===== src/rtl/nand_cmd_seq.sv =====
module nand_cmd_seq #(
  parameter int CLK_PS = 4000,
  parameter int TWB_PS = 100000,
  parameter int US_PS  = 1000000,
  parameter int DLY_W  = 24
) (
  input  logic        clk,
  input  logic        rst_n,
  input  logic        req,
  input  logic [7:0]  opcode,
  input  logic        col_valid,
  input  logic [15:0] col_addr,
  input  logic        page_valid,
  input  logic [23:0] page_addr,
  input  logic [15:0] page_bytes,
  input  logic        bus16,
  input  logic        big_dev,
  input  logic        has_rb,
  input  logic [7:0]  chip_dly_us,
  input  logic        rb,
  input  logic [7:0]  io_in,
  output logic        busy,
  output logic        done,
  output logic        ce_n,
  output logic        cle,
  output logic        ale,
  output logic        we_n,
  output logic        re_n,
  output logic        io_oe,
  output logic [7:0]  io_out
);
  localparam int TWB_CYC = (TWB_PS + CLK_PS - 1) / CLK_PS;
  localparam int US_CYC  = US_PS / CLK_PS;
  localparam logic [7:0] OP_READ = 8'h00, OP_OOB = 8'h50, OP_RNDOUT = 8'h05;
  localparam logic [7:0] OP_RESET = 8'hFF, OP_STATUS = 8'h70;
  localparam logic [7:0] CF_READ = 8'h30, CF_RNDOUT = 8'hE0;
  localparam logic [7:0] READY_MASK = 8'h40;

  typedef enum logic [3:0] {
    S_IDLE, S_CMD, S_C0, S_C1, S_R0, S_R1, S_R2, S_GAP, S_SCMD, S_DLY, S_WRB, S_RD, S_DONE
  } st_t;
  typedef enum logic [2:0] {G_ADDR, G_CONF, G_RSTDLY, G_STAT, G_FIN} stage_t;

  st_t              st, nxt_wr;
  stage_t           stage;
  logic             ph, colv_q, pgv_q, big_q, hrb_q, rdy_q, wr_st;
  logic [7:0]       op_q, cbyte, dly_q;
  logic [15:0]      col_q, col_sum;
  logic [23:0]      page_q;
  logic [DLY_W-1:0] cnt, chip_cyc, fin_cyc;

  function automatic logic [DLY_W-1:0] ld(input logic [DLY_W-1:0] n);
    return (n == '0) ? '0 : n - 1'b1;
  endfunction

  function automatic logic no_wait(input logic [7:0] o);
    return o inside {8'h10, 8'h15, 8'h60, 8'hD0, 8'h80, 8'h85, OP_STATUS};
  endfunction

  assign col_sum  = col_addr + ((opcode == OP_OOB) ? page_bytes : 16'h0);
  assign chip_cyc = DLY_W'(dly_q) * DLY_W'(US_CYC);
  assign fin_cyc  = hrb_q ? DLY_W'(TWB_CYC) : chip_cyc;
  assign wr_st    = st inside {S_CMD, S_C0, S_C1, S_R0, S_R1, S_R2, S_SCMD};

  assign busy  = st != S_IDLE;
  assign done  = st == S_DONE;
  assign ce_n  = st == S_IDLE || st == S_DONE;
  assign cle   = st == S_CMD || st == S_SCMD;
  assign ale   = st inside {S_C0, S_C1, S_R0, S_R1, S_R2};
  assign we_n  = !(wr_st && !ph);
  assign re_n  = !(st == S_RD && !ph);
  assign io_oe = wr_st;

  always_comb begin
    case (st)
      S_CMD:   io_out = op_q;
      S_C0:    io_out = col_q[7:0];
      S_C1:    io_out = col_q[15:8];
      S_R0:    io_out = page_q[7:0];
      S_R1:    io_out = page_q[15:8];
      S_R2:    io_out = page_q[23:16];
      S_SCMD:  io_out = cbyte;
      default: io_out = 8'h00;
    endcase
  end

  always_comb begin
    case (st)
      S_CMD:   nxt_wr = colv_q ? S_C0 : (pgv_q ? S_R0 : S_GAP);
      S_C0:    nxt_wr = S_C1;
      S_C1:    nxt_wr = pgv_q ? S_R0 : S_GAP;
      S_R0:    nxt_wr = S_R1;
      S_R1:    nxt_wr = big_q ? S_R2 : S_GAP;
      default: nxt_wr = S_GAP;
    endcase
  end

  always_ff @(posedge clk or negedge rst_n) begin
    if (!rst_n) begin
      st <= S_IDLE; stage <= G_ADDR; ph <= 1'b0;
      op_q <= '0; col_q <= '0; colv_q <= 1'b0; page_q <= '0; pgv_q <= 1'b0;
      big_q <= 1'b0; hrb_q <= 1'b0; dly_q <= '0; cbyte <= '0; cnt <= '0; rdy_q <= 1'b0;
    end else begin
      case (st)
        S_IDLE: if (req) begin
          op_q   <= (opcode == OP_OOB) ? OP_READ : opcode;
          col_q  <= bus16 ? {1'b0, col_sum[15:1]} : col_sum;
          colv_q <= col_valid;
          page_q <= page_addr;
          pgv_q  <= page_valid;
          big_q  <= big_dev;
          hrb_q  <= has_rb;
          dly_q  <= chip_dly_us;
          stage  <= G_ADDR;
          ph     <= 1'b0;
          st     <= S_CMD;
        end
        S_CMD, S_C0, S_C1, S_R0, S_R1, S_R2, S_SCMD: begin
          ph <= !ph;
          if (ph) st <= nxt_wr;
        end
        S_GAP: case (stage)
          G_ADDR:
            if (no_wait(op_q)) st <= S_DONE;
            else if (op_q == OP_READ) begin
              cbyte <= CF_READ; stage <= G_CONF; st <= S_SCMD;
            end else if (op_q == OP_RNDOUT) begin
              cbyte <= CF_RNDOUT; stage <= G_CONF; st <= S_SCMD;
            end else if (op_q == OP_RESET && !hrb_q) begin
              cnt <= ld(chip_cyc); stage <= G_RSTDLY; st <= S_DLY;
            end else begin
              cnt <= ld(fin_cyc); stage <= G_FIN; st <= S_DLY;
            end
          G_CONF:
            if (op_q == OP_RNDOUT) st <= S_DONE;
            else begin
              cnt <= ld(fin_cyc); stage <= G_FIN; st <= S_DLY;
            end
          G_STAT: st <= S_RD;
          default: st <= S_DONE;
        endcase
        S_DLY:
          if (cnt != '0) cnt <= cnt - 1'b1;
          else if (stage == G_RSTDLY) begin
            cbyte <= OP_STATUS; stage <= G_STAT; st <= S_SCMD;
          end else st <= hrb_q ? S_WRB : S_DONE;
        S_WRB: if (rb) st <= S_DONE;
        S_RD: begin
          ph <= !ph;
          if (!ph) rdy_q <= (io_in & READY_MASK) != 8'h00;
          else if (rdy_q) st <= S_DONE;
        end
        default: st <= S_IDLE;
      endcase
    end
  end


  no_cle_ale_chk: assert property (@(posedge clk) disable iff (!rst_n) !(cle && ale));

  strobe_ce_chk: assert property (@(posedge clk) disable iff (!rst_n)
    (!we_n || cle || ale) |-> !ce_n);

  we_pulse_chk: assert property (@(posedge clk) disable iff (!rst_n)
    !we_n |=> (we_n && io_oe && $stable(io_out)));

  accept_chk: assert property (@(posedge clk) disable iff (!rst_n)
    (req && !busy) |=> (busy && cle && !we_n));

  done_pulse_chk: assert property (@(posedge clk) disable iff (!rst_n)
    done |=> (!busy && !done));

  re_pulse_chk: assert property (@(posedge clk) disable iff (!rst_n)
    !re_n |-> (!io_oe && !cle && !ale && !ce_n));

  rb_hold_chk: assert property (@(posedge clk) disable iff (!rst_n)
    (st == S_WRB && !rb) |=> (busy && !done && ce_n == 1'b0));
endmodule


===== config.mk =====
export PLATFORM = sky130hd
export DESIGN_NAME = nand_cmd_seq
export DESIGN_NICKNAME = d
export VERILOG_FILES = /design/src/rtl/nand_cmd_seq.sv
export SDC_FILE = /design/constraint.sdc
export NUM_CORES = 1
export LEC_CHECK = 0
export ABC_CLOCK_PERIOD_IN_PS = 4770
export CAP_MARGIN = 20
export CORE_UTILIZATION = 53
export CTS_BUF_LIST = sky130_fd_sc_hd__clkbuf_8
export DETAILED_ROUTE_END_ITERATION = 6
export GPL_TIMING_DRIVEN = 0
export PLACE_DENSITY = 0.81
export RECOVER_POWER = 50
export SETUP_SLACK_MARGIN = 0.02
export SLEW_MARGIN = 40
export SYNTH_ARGS = -nofsm -noshare
export SYNTH_HDL_FRONTEND = slang
export SYNTH_SLANG_ARGS = --single-unit

===== constraint.sdc =====
create_clock -name clk -period 4.77 [get_ports clk]
set_input_delay 0.954 -clock clk [delete_from_list [all_inputs] [get_ports clk]]
set_output_delay 0.954 -clock clk [all_outputs]
set_load 0.005 [all_outputs]

==> results.cfg <==
[synthesis]
ys_seq_elements = 97
syn-cell-area_sq_mm = 0.00832
syn_area_per_cell_sq_um = 8.72
syn_nets = 1120
synth_cells = 954
yosysWarnings = 0
synth_edf_count = 0
yosysSeqAreaShare_pct = 29.2
synth_top_flop_cell = dfrtp_1
yosysUniqueCellTypes = 84
ys_async_sr_fraction_pct = 100

[route]
vias = 8350
wire_per_inst_um = 18.8
route.detailed.drc = 0
dr.pass1.iters = 5
routed_wl_um = 25000
drt-vias-per-instance = 6.29
drt_iter0_markers = 997
ant_nets = 0

[run_status]
violations = max-capacitance violations, max-slew violations, negative setup slack
status = complete, but fails checks

[setup_path]
endpoint_kind = register
arrival_ns = 5.45
cp-start-kind = register
crit_type = register to register
required_ns = 5.09
cp_max_fo = 7

[finish]
fin_util_pct = 69.8
seq_area_sq_mm = 0.00244
area_delta_synth_final_pct = 28.0
final_nets = 1277
fill_cells = 1146
final_cell_mix = 96 x clkdlybuf4s50_1, 90 x dfrtp_1, 88 x nand2_1
antenna_cells = 0
layout_commonest_cell = clkdlybuf4s50_1
multi_input_area_sq_mm = 0.00600
drive_gt1_share_pct = 18.6
final_area_sq_mm = 0.0107

[clock_network]
cts_made_buffers = 9
clock-sinks = 97
clockBufferDepth = 2
cts.clk_slew.worst_paths_ns = 0.12
root_buffer = clkbuf_8
insertion_delay_ns = 0.41
htreeDepth = 3
cts_tree = yes

[floorplanning]
die_area_sq_mm = 0.0162
ios = 105
initial_core_util_pct = 54.5
chipHeight_um = 127
coreArea_sq_mm = 0.0153
rows = 45
die_w_um = 127

[sta]
max_freq_mhz = 195
report.final.hold_viol_count = 0
worstMarginPinSlew_ns = 2.86
fin_crit_sh_pct = 107
fin_skew_ns = 0.0198
setup_slack_ns = -0.356
setup_violations = 24
rsz0062_at_grt = yes
period_needed_ns = 5.13
final_max_slew_viol_count = 52
relSlewSlack_pct = -90.5

[run]
drv_cap = 1

[global_routing]
gr-total-overflow = 0
grt_pass1_vias = 7560
grt_pass1_wl_um = 37100
grt.total_usage_pct = 28.9
grt_max_degree = 52
grt_antenna_before_repair = 0

[hold_path]
hold_path.class = register to register

[placed_design]
portBuffers = 97
detailed_place.area_sq_mm = 0.00966
place_congestion = 0.913
dp_hpwl_um = 16200
==> per-stage QoR <==
step | TNS [ns] | setup WS, ns | std cells | hold WS (ns)
2_1_floorplan | -0.0877 | -0.0744 | 954 | 0.434
3_3_place_gp | -100.46 | -1.31 | 1262 | 0.456
3_5_place_dp | -11.33 | -0.492 | 1265 | 0.465
4_1_cts | -0.929 | -0.147 | 1306 | 0.461
5_1_grt | -9.23 | -0.454 | 1327 | 0.527
6_report | -6.22 | -0.356 | 1327 | 0.500
==> worst paths after layout <==
path	start	endpoint	slack (ns)	depth (start not counted)
worst max-delay path	dly_q[1]	cnt[2]	-0.36	19
worst min-delay path	col_q[10]	col_q[10]	0.50	2
worst max register to register	dly_q[1]	cnt[2]	-0.36	19
worst min register to register	col_q[10]	col_q[10]	0.50	2
max in group asynchronous	rst_n	dly_q[3]	0.92	2
min in group asynchronous	rst_n	dly_q[0]	1.44	1
==> worst max-delay path: stages (launching register included) <==
cell	delay, ns
dfrtp_2	0.49
buf_4	0.16
inv_2	0.07
ha_4	0.21
ha_1	0.28
inv_1	0.06
fa_1	0.51
inv_1	0.05
fa_1	0.49
ha_4	0.30
nor2b_1	0.17
o31a_1	0.37
o31ai_1	0.45
a211oi_2	0.23
o2111ai_4	0.36
nor2b_4	0.10
a21oi_4	0.29
buf_6	0.16
o21ai_0	0.09
a31oi_1	0.19
==> metal layers <==
layer  track usage, %  up-vias  routed length [um]
met1             38.3     3977               10000
met2             46.5      479               11800
met5                0        -                   0
li1                 -     3767                   -
met3             4.36      127                1960
met4             13.6        0                1250
==> cell type report <==
cell class                      count  area share, %
Clock buffer                        9           1.16
Tap cell                          211           2.48
Timing Repair Buffer              146           12.8
Clock inverter                      7          0.775
Sequential cell                    97           22.9
Inverter                           65           2.29
Multi-Input combinational cell    757           56.3
Buffer                             35           1.27
==> cells by family after synthesis <==
kind of cell             after synthesis  share of synthesized area, %
buffers and inverters                102                          4.68
AO/OA/AOI/OAI                        263                          21.5
adder cells (fa/ha/maj)               77                          13.6
XOR/XNOR                              34                          3.58
AND/OR/NAND/NOR                      306                          17.8
flip-flops                            97                          29.2
multiplexers                          75                          9.73
==> timing repair <==
item,4_1_cts,5_1_grt
cloned,2,0
endpoints found under the hold margin,0,0
resized for setup,56,42
endpoints found under the setup margin,24,33
hold buffers,0,0
buffers inserted,25,22
pin swaps,30,35
==> Yosys cell counts, types with 5 or more instances <==
| library cell | instances | share of area [%] |
|---|---|---|
| nand2b_1 | 12 | 0.90 |
| o21ai_0 | 63 | 3.8 |
| nand2_1 | 88 | 4.0 |
| o31ai_1 | 5 | 0.45 |
| mux2i_1 | 28 | 3.4 |
| buf_2 | 5 | 0.30 |
| a22oi_1 | 8 | 0.72 |
| o22ai_1 | 5 | 0.38 |
| inv_1 | 63 | 2.8 |
| clkbuf_1 | 24 | 1.1 |
| or3_1 | 10 | 0.75 |
| o211ai_1 | 9 | 0.81 |
| xor2_1 | 14 | 1.5 |
| fa_1 | 22 | 5.3 |
| and2_1 | 18 | 1.4 |
| nand3_1 | 14 | 0.84 |
| a221oi_1 | 6 | 0.63 |
| nor2b_1 | 8 | 0.60 |
| dfrtp_1 | 97 | 29 |
| buf_1 | 8 | 0.36 |
| o21a_1 | 10 | 0.90 |
| xnor2_1 | 20 | 2.1 |
| o21ai_1 | 19 | 1.1 |
| nor3_1 | 33 | 2.0 |
| nor2_1 | 85 | 3.8 |
| a31oi_1 | 15 | 1.1 |
| mux2_2 | 46 | 6.2 |
| ha_1 | 55 | 8.3 |
| a21oi_1 | 56 | 3.4 |
| nor4_1 | 7 | 0.53 |
==> flip-flops by register name (all words and copies together), names as in the netlist, 3 cells and up <==
name / cells
cnt: 24
page_q: 24
col_q: 16
dly_q: 8
op_q: 8
cbyte: 4
st: 4
stage: 3
Power is not shown: default switching activity piles up to over one toggle a cycle in this logic, so the estimate is an artifact.
